`src/rtl/wp_guard_pkg.sv`:
```
package wp_guard_pkg;

    localparam int BP_W     = 3;
    localparam int STAT_W   = 8;
    localparam int LEVELS   = 1 << BP_W;

    typedef enum logic [1:0] {
        MODE_OPEN = 2'b00,
        MODE_SOFT = 2'b01,
        MODE_HARD = 2'b10
    } guard_mode_e;

    typedef struct packed {
        logic            lock;
        logic [BP_W-1:0] bp;
        logic            wel;
    } guard_state_t;

    typedef struct packed {
        logic wren;
        logic wrdi;
        logic wrsr;
        logic prog;
        logic serase;
        logic berase;
    } guard_cmd_t;

    typedef struct packed {
        logic ok;
        logic rej;
    } verdict_t;

    function automatic logic [STAT_W-1:0] pack_status(input guard_state_t s);
        return {s.lock, 2'b00, s.bp, s.wel, 1'b0};
    endfunction

    function automatic guard_mode_e mode_of(input guard_state_t s, input logic wp_n);
        if (s.lock && !wp_n)
            return MODE_HARD;
        else if (s.bp != '0)
            return MODE_SOFT;
        else
            return MODE_OPEN;
    endfunction

    function automatic logic is_mutating(input guard_cmd_t c);
        return c.wrsr | c.prog | c.serase | c.berase;
    endfunction

endpackage

```
`src/rtl/wp_region_map.sv`:
```
module wp_region_map
    import wp_guard_pkg::*;
#(
    parameter int ADDR_W = 20
) (
    input  logic [BP_W-1:0]   bp,
    input  logic [ADDR_W-1:0] addr,
    output logic              hit,
    output logic              any
);
    // Level k (1..LEVELS-2) fences off the top 2^(ADDR_W-(LEVELS-1)+k) bytes:
    // the address is inside when its top (LEVELS-1-k) bits are all ones.
    localparam int TOP_LVL = LEVELS - 1;

    logic [LEVELS-1:0] lvl_hit;

    assign lvl_hit[0]       = 1'b0;
    assign lvl_hit[TOP_LVL] = 1'b1;

    generate
        for (genvar k = 1; k < TOP_LVL; k++) begin : g_lvl
            localparam int NBITS = TOP_LVL - k;
            assign lvl_hit[k] = &addr[ADDR_W-1 -: NBITS];
        end
    endgenerate

    assign hit = lvl_hit[bp];
    assign any = (bp != '0);

endmodule

```
`src/rtl/wp_cmd_eval.sv`:
```
module wp_cmd_eval
    import wp_guard_pkg::*;
(
    input  guard_cmd_t      cmd,
    input  guard_state_t    cur,
    input  logic            wp_n,
    input  logic            new_lock,
    input  logic [BP_W-1:0] new_bp,
    input  logic            area_hit,
    input  logic            area_any,
    output guard_state_t    nxt,
    output verdict_t        wr_v,
    output verdict_t        op_v
);
    logic hw_locked;
    logic wr_go;
    logic is_op;
    logic op_blocked;
    logic op_go;

    always_comb begin
        hw_locked  = cur.lock & ~wp_n;
        wr_go      = cmd.wrsr & cur.wel & ~hw_locked;
        is_op      = cmd.prog | cmd.serase | cmd.berase;
        op_blocked = cmd.berase ? area_any : area_hit;
        op_go      = is_op & cur.wel & ~op_blocked;

        wr_v.ok  = wr_go;
        wr_v.rej = cmd.wrsr & ~wr_go;
        op_v.ok  = op_go;
        op_v.rej = is_op & ~op_go;

        nxt = cur;
        if (wr_go) begin
            nxt.lock = new_lock;
            nxt.bp   = new_bp;
        end
        if (is_mutating(cmd))
            nxt.wel = 1'b0;
        else if (cmd.wren)
            nxt.wel = 1'b1;
        else if (cmd.wrdi)
            nxt.wel = 1'b0;
    end

endmodule

```
`src/rtl/wp_state_reg.sv`:
```
module wp_state_reg
    import wp_guard_pkg::*;
(
    input  logic         clk,
    input  logic         rst,
    input  guard_state_t nxt,
    input  verdict_t     wr_v_in,
    input  verdict_t     op_v_in,
    output guard_state_t cur,
    output verdict_t     wr_v_q,
    output verdict_t     op_v_q
);
    always_ff @(posedge clk) begin
        if (rst) begin
            cur    <= '0;
            wr_v_q <= '0;
            op_v_q <= '0;
        end else begin
            cur    <= nxt;
            wr_v_q <= wr_v_in;
            op_v_q <= op_v_in;
        end
    end

endmodule

```
`src/rtl/wp_flash_guard.sv`:
```
module wp_flash_guard
    import wp_guard_pkg::*;
#(
    parameter int ADDR_W = 20
) (
    input  logic              clk,
    input  logic              rst,
    input  logic              wren_i,
    input  logic              wrdi_i,
    input  logic              wrsr_i,
    input  logic              prog_i,
    input  logic              serase_i,
    input  logic              berase_i,
    input  logic              wp_n_i,
    input  logic              wr_lock_i,
    input  logic [2:0]        wr_bp_i,
    input  logic [ADDR_W-1:0] addr_i,
    output logic [7:0]        status_o,
    output logic              wr_acc_o,
    output logic              wr_rej_o,
    output logic              op_acc_o,
    output logic              op_rej_o,
    output logic [1:0]        mode_o
);
    guard_cmd_t   cmd;
    guard_state_t cur;
    guard_state_t nxt;
    verdict_t     wr_v;
    verdict_t     op_v;
    verdict_t     wr_q;
    verdict_t     op_q;
    logic         area_hit;
    logic         area_any;

    assign cmd = '{wren: wren_i, wrdi: wrdi_i, wrsr: wrsr_i,
                   prog: prog_i, serase: serase_i, berase: berase_i};

    wp_region_map #(.ADDR_W(ADDR_W)) u_region (
        .bp   (cur.bp),
        .addr (addr_i),
        .hit  (area_hit),
        .any  (area_any)
    );

    wp_cmd_eval u_eval (
        .cmd      (cmd),
        .cur      (cur),
        .wp_n     (wp_n_i),
        .new_lock (wr_lock_i),
        .new_bp   (wr_bp_i),
        .area_hit (area_hit),
        .area_any (area_any),
        .nxt      (nxt),
        .wr_v     (wr_v),
        .op_v     (op_v)
    );

    wp_state_reg u_state (
        .clk     (clk),
        .rst     (rst),
        .nxt     (nxt),
        .wr_v_in (wr_v),
        .op_v_in (op_v),
        .cur     (cur),
        .wr_v_q  (wr_q),
        .op_v_q  (op_q)
    );

    assign status_o = pack_status(cur);
    assign wr_acc_o = wr_q.ok;
    assign wr_rej_o = wr_q.rej;
    assign op_acc_o = op_q.ok;
    assign op_rej_o = op_q.rej;
    assign mode_o   = mode_of(cur, wp_n_i);

endmodule

```
`config.mk`:
```
export PLATFORM = sky130hd
export DESIGN_NAME = wp_flash_guard
export DESIGN_NICKNAME = d
export VERILOG_FILES = /design/src/rtl/wp_guard_pkg.sv /design/src/rtl/wp_region_map.sv /design/src/rtl/wp_cmd_eval.sv /design/src/rtl/wp_state_reg.sv /design/src/rtl/wp_flash_guard.sv
export SDC_FILE = /design/constraint.sdc
export NUM_CORES = 1
export LEC_CHECK = 0
export ABC_CLOCK_PERIOD_IN_PS = 1700
export BUFFER_PORTS_ARGS = -buffer_cell sky130_fd_sc_hd__buf_2
export CORE_MARGIN = 4
export CORE_UTILIZATION = 36
export CTS_BUF_LIST = sky130_fd_sc_hd__clkbuf_8
export CTS_CLUSTER_DIAMETER = 200
export DETAILED_ROUTE_END_ITERATION = 6
export GPL_TIMING_DRIVEN = 1
export MAX_ROUTING_LAYER = met4
export PLACE_DENSITY = 0.85
export SKIP_LAST_GASP = 1
export SLEW_MARGIN = 20
export SYNTH_ARGS = -nofsm -noshare
export SYNTH_HDL_FRONTEND = slang
export SYNTH_HIERARCHICAL = 1
export SYNTH_SLANG_ARGS = --single-unit
```
`constraint.sdc`:
```
create_clock -name clk -period 1.7 [get_ports clk]
set_input_delay 0.34 -clock clk [delete_from_list [all_inputs] [get_ports clk]]
set_output_delay 0.34 -clock clk [all_outputs]
set_load 0.02 [all_outputs]
```
==> impl_results.md, run 1 <==
* Fin worst setup slack at 0.155 ns
* Detailed Route Iter0 Violations at 3
* Total track usage at 13.3%
* R2r setup slk at 0.16 ns
* Initial Util at 38.1%
* Mapped Cells at 50
* Postcts setup bufs at 0
* Final core occ at 51.0%
* Chip Width at 45.1 um
* Reg2Reg Launch Point: u_state/cur[1]
* Top layer in use: met3
* # nets final at about 110
* Io pins at 47
* Met2 wire length at 662 um
* Reg clk slew, reported paths at 0.05 ns
* Core ar. at between 0.001 and 0.0015 mm^2
* Syn avg cell area at slightly below 10 um^2
* Share of synthesized flip-flops with an asynchronous set or reset at 0%
* Number of synthesis warnings at 6
* Area grow syn2layout at 33.8%
* Grt total ovfl at 0
* I/O Buffers at 29
* Final setup violation count at 0
* Netlist cell types at 24
* HP Start: rst
* Tot Pwr at 0.000506 W
* Diodes inserted at 0
* Row count at 13
* Pre-CTS setup slack at 0.207 ns
* Setup_tns at 0 ns
* Post-Syn Area at 495 um^2
* Met3 wire len at 125 um
* LEAKAGE at roughly 0.35 nW
* Yosys top cell by area: dfxtp_1
* Flops & latches, synth at 9
* Number of global-route vias before repair at 408
* Fraction of layout cells with a size suffix above 1 at 51.9%
* Hold depth at 2
* Hold path endpoint: u_state/wr_v_q[1]
* CTS tree: done
* Synth top area share at 36.4%
* Worst Path Required at 1.87 ns
* WL/cell at ~13 um
* CTS resizes at 0
* Hpwl dp at 953 um
* Largest net degree at the start of global routing at 10
* Placed cells at 90
* RSZ-0062 raised after global routing: false
* Synth top area cells: dfxtp_1 36%, nor2b_1 13%, mux2_4 12%
* DR vias at 442
* Hold buffer count at CTS at 0
* First-pass GRT wire length at ~1800 um
* Clock root buffer: clkbuf_8
* Fmax at 0.647 GHz
* Reg2reg end: u_state/op_v_q[1]
* Worst skew pair latency at about 0.23 ns
* Initial antenna violation count at 0
* DRC Markers at 0
* Final period util at 90.9%
* Clock Skews at 0.00453 ns
* Die Area at 0.00203 mm^2
* M1 WL at 426 um
* Fin cells at between 90 and 100
* Final WL at 1220 um
* Top cells by count, synth: 10 x nor2b_1, 9 x dfxtp_1, 5 x buf_4, 4 x mux2_4
* Post-route ant nets at 0
* Crit-path max FO at 7
* Crit path DAT at about 1.7 ns
* VDD IR max at 0.000424 V
* Minimum clock period after layout at around 1.5 ns
* Cts bufs inserted at 3
* Max_cap viols at 0
* Reg2reg path depth at 7
* Clock tree sinks at 9
* Htree depth at 1
* Final GP Congestion at 0.683
* Max Slew Vio Count at 0
* Post-synth EDFFs at 0
* Clk buf depth at 2
* Drt first pass iters at 4
* CP endpoint kind: flip-flop
* Count leader, synth: nor2b_1
* Status: finished clean
* Vias per inst at 4.70
* Hold Vio Cnt, Final at 0
* Power Density at 763 mW/mm^2
* Die Span Y at 45.1 um
* WS Path Type: flip-flop to flip-flop
* Sequential fraction of the synthesis area at 36.4%
* Hold Crit Class: input pin to flip-flop
* Crit start category: flip-flop
* Synth Flop Type: dfxtp_1
registers in the layout (all words and copies together), names as in the netlist:
name / cells
u_state/wr_v_q: 2
u_state/op_v_q: 2
u_state/cur: 5
through the flow:
| step | instance area [um^2] | hold slack (ns) |
|---|---|---|
| after global placement | 618 | 0.585 |
| final | 663 | 0.389 |
| after detailed placement | 618 | 0.615 |
| after global routing | 663 | 0.405 |
| after floorplan | 503 | 0.412 |
| after CTS | 663 | 0.388 |
layer usage:
metal / track usage [%] / up-vias
met4: 3.51 / 0
met3: 7.57 / 0
met2: 23.4 / 17
met5: - / -
met1: 12.2 / 202
li1: - / 223
logic make-up after synthesis:
family                 count (synthesis)  synth area share [%]
and+or+nand+nor                       22                  28.3
AOI/OAI and AO/OA                      7                  10.6
muxes                                  5                  14.1
buffers and inverters                  6                  9.85
DFF                                    9                  36.4
other                                  1                 0.757
how the worst max path moves through the flow:
stage,startpoint,to,slack (ns),cells after the start
after CTS,u_state/cur[1],u_state/op_v_q[0],0.22,6
after detailed placement,wp_n_i,u_state/cur[3],0.21,5
after global routing,u_state/cur[1],u_state/op_v_q[1],0.07,7
after floorplan,u_state/cur[1],u_state/op_v_q[1],0.23,8
after global placement,wp_n_i,u_state/cur[2],0.24,5
final,u_state/cur[1],u_state/op_v_q[1],0.16,7
power breakdown:
| group | internal [W] | switching [W] | total, W |
|---|---|---|---|
| clock | 0.000157 | 0.0000782 | 0.000235 |
| combinational | 0.0000251 | 0.0000289 | 0.0000539 |
| sequential | 0.000216 | 0.00000150 | 0.000217 |
cell usage in the layout (no fill, tap or decap), types with 2 or more instances in the layout:
| cell | synthesis | routed |
|---|---|---|
| buf_2 | 0 | 29 |
| nor2b_1 | 10 | 10 |
| dfxtp_1 | 9 | 9 |
| mux2_4 | 4 | 4 |
| conb_1 | 1 | 3 |
| clkbuf_8 | 0 | 3 |
| nor3_1 | 2 | 2 |
| nor2_1 | 2 | 2 |
area by class of cell:
cell class | instances | area (um^2)
tap | 15 | 18.8
clock buffer | 3 | 41.3
multi-input combinational | 37 | 274
clock inverter | 1 | 3.75
timing repair buffer | 29 | 145
sequential | 9 | 180
fill | 139 | 638
worst max-delay path, cell delays in order (launching register included):
cell      delay [ns]
dfxtp_1         0.37
o211a_1         0.25
a311oi_1        0.21
nor3_1          0.09
mux2i_1         0.21
nand2_1         0.10
nor2_1          0.12
nor2b_1         0.13
Note: power is estimated with default switching activity, not from simulation.
==> run 2, diff against run 1 <==
--- a/config.mk
+++ b/config.mk
@@ -5,16 +5,17 @@
 export SDC_FILE = /design/constraint.sdc
 export NUM_CORES = 1
 export LEC_CHECK = 0
-export ABC_CLOCK_PERIOD_IN_PS = 1700
-export BUFFER_PORTS_ARGS = -buffer_cell sky130_fd_sc_hd__buf_2
-export CORE_MARGIN = 4
-export CORE_UTILIZATION = 36
+export ABC_CLOCK_PERIOD_IN_PS = 1450
+export CORE_AREA = 4 4 41 43
 export CTS_BUF_LIST = sky130_fd_sc_hd__clkbuf_8
 export CTS_CLUSTER_DIAMETER = 200
 export DETAILED_ROUTE_END_ITERATION = 6
+export DIE_AREA = 0 0 45 47
+export DONT_BUFFER_PORTS = 1
 export GPL_TIMING_DRIVEN = 1
 export MAX_ROUTING_LAYER = met4
-export PLACE_DENSITY = 0.85
+export PLACE_DENSITY = 0.57
+export RECOVER_POWER = 100
 export SKIP_LAST_GASP = 1
 export SLEW_MARGIN = 20
 export SYNTH_ARGS = -nofsm -noshare
==> constraint.sdc (replaced) <==
create_clock -name clk -period 1.45 [get_ports clk]
set_input_delay 0.29 -clock clk [delete_from_list [all_inputs] [get_ports clk]]
set_output_delay 0.29 -clock clk [all_outputs]
set_load 0.02 [all_outputs]
==> run 2 against run 1 <==
Critical path depth is the same; via count shrank 20%; register-to-register slack lost 0.07 ns; final area shrank 16%; core utilization shrank 8.3 points; fmax grew 13%; sequential cell count is the same; critical path type unchanged; critical endpoint unchanged; largest power group unchanged.
==> impl_results.md, run 2 (same netlist as run 1, synthesis figures left out) <==
* Status: finished clean
* Fin worst setup slack at 0.0802 ns (-0.0749 ns)
* Max Slew Vio Count at 0 (unchanged)
* Die Span Y at 47 um (+4.2%)
* Final period util at 94.5% (+3.6 points)
* Hold Vio Cnt, Final at 0 (unchanged)
* WS Path Type: flip-flop to flip-flop
* Initial antenna violation count at 0 (unchanged)
* # nets final at 89 (-21%)
* Worst skew pair latency at 0.23 ns (about the same)
* Largest Register: u_state/cur
* Area of the multi-input gates at 273 um^2 (-0.46%)
* Grt total ovfl at 0 (unchanged)
* WL/cell at 13.8 um (+6.8%)
* Pre-CTS setup slack at 0.0651 ns (-0.142 ns)
* I/O Buffers at 0 (-100%)
* Minimum clock period after layout at 1.37 ns (-0.175 ns)
* Htree depth at 1 (unchanged)
* Hpwl dp at 744 um (-22%)
* Reg clk slew, reported paths at 0.04 ns (about the same)
* Final WL at 966 um (-20%)
* Max_cap viols at 0 (unchanged)
* FF/Latch Area at 185 um^2 (+2.8%)
* Diodes inserted at 0 (unchanged)
* DRC Markers at 0 (unchanged)
* Hold Worst Slack at 0.119 ns (-0.270 ns)
* RSZ-0062 raised after global routing: true
* DR vias at 353 (-20%)
* Clk buf depth at 2 (unchanged)
* Chip Width at 45 um (-0.22%)
* Max reg flops at 5 (unchanged)
* First-pass GRT wire length at 1410 um (-21%)
* Largest registers: u_state/cur: 5 flops, u_state/op_v_q: 2 flops, u_state/wr_v_q: 2 flops
* Largest net degree at the start of global routing at 10 (unchanged)
* VDD IR max at 0.000632 V (+49%)
* Number of global-route vias before repair at 351 (-14%)
* Row count at 13 (unchanged)
* Clock Skews at 0.000730 ns (-0.00380 ns)
* Commonest non-fill, non-tap cell in the layout: nor2b_1
* Vias per inst at 5.04 (+7.2%)
* Post-route ant nets at 0 (unchanged)
* Core ar. at 0.00130 mm^2 (unchanged)
* CP endpoint kind: flip-flop
* Clock root buffer: clkbuf_8
* Io pins at 47 (unchanged)
* Power Density at 1000 mW/mm^2 (+31%)
* Final GP Congestion at 0.659 (-3.4%)
* Fillers at 148 (+6.5%)
* Crit start category: flip-flop
* Cts bufs inserted at 3 (unchanged)
* Crit path DAT at 1.54 ns (-0.17 ns)
* Most frequent cells in the layout: 10 x nor2b_1, 7 x dfxtp_1, 4 x buf_4
* Detailed Route Iter0 Violations at 3 (unchanged)
* Hold Crit Class: input pin to flip-flop
* Worst Path Required at 1.62 ns (-0.25 ns)
* Placed Area at 513 um^2 (-17%)
* Crit-path max FO at 7 (unchanged)
* Final instance area at 556 um^2 (-16%)
* Drt first pass iters at 4 (unchanged)
* Initial Util at 38.1% (unchanged)
* CTS tree: done
* Fraction of layout cells with a size suffix above 1 at 30.9% (-21 points)
* Area grow syn2layout at 12.1%
* LEAKAGE at 0.239 nW (-31%)
* Total track usage at 10.3% (-3.0 points)
* Postcts setup bufs at 0 (unchanged)
* Clock tree sinks at 9 (unchanged)
* Final setup violation count at 0 (unchanged)
* Fmax at 0.730 GHz (+13%)
* Final core occ at 42.7% (-8.3 points)
* Die Area at 0.00212 mm^2 (+4.0%)
## run 2: cell types whose count changed in the layout (fill, tap and decap cells not counted), sizes merged
cell,change
buf,-25
clkbuf,+1
## run 2: area by class of cell
class	instances	area share [%]
flip-flops and latches	9	33.3
clock inverters	1	0.676
clock buffers	3	7.43
multi-input cells	37	49.1
repair buffers	5	6.08
well taps	15	3.38
## run 2: worst max-delay path, stage by stage, from the launching register on
cell and delay (ns):
dfxtp_4 0.36, o211a_1 0.23, a311oi_2 0.18, nor3_1 0.09, mux2i_2 0.17, nand2_1 0.07, nor2_1 0.08, nor2b_1 0.12
## run 2: path summary, 6_finish.rpt
kind	end	slack [ns]	start	depth (start not counted)
max	u_state/op_v_q[1]	0.08	u_state/cur[1]	7
min	u_state/cur[1]	0.12	rst	1
max reg2reg	u_state/op_v_q[1]	0.08	u_state/cur[1]	7
min reg2reg	u_state/wr_v_q[0]	0.61	u_state/cur[4]	3
## run 2: metal layers
metal	global-route usage, %	part of all wire [%]	vias up
met5	-	0	-
met4	7.02	2.1	0
met3	7.28	14	4
met2	13.6	46	21
met1	10.8	37	153
li1	-	-	175
## run 2: repair_timing
action	4_1_cts	5_1_grt
resized for setup	0	3
hold buffers	0	0
setup endpoints to repair	0	2
## run 2: metrics by stage
step | setup TNS [ns] | power (W) | cells
2_1_floorplan | 0 | 0.000292 | 52
3_3_place_gp | 0 | 0.000288 | 66
4_1_cts | 0 | 0.000572 | 70
3_5_place_dp | 0 | 0.000288 | 66
5_1_grt | -0.0364 | 0.000584 | 70
6_report | 0 | 0.000556 | 70
## run 2: report_power, final
| part | total, W | internal, W | switching [W] |
|---|---|---|---|
| sequential | 0.000258 | 0.000251 | 0.00000659 |
| clock | 0.000275 | 0.000184 | 0.0000909 |
| combinational | 0.0000236 | 0.0000101 | 0.0000135 |
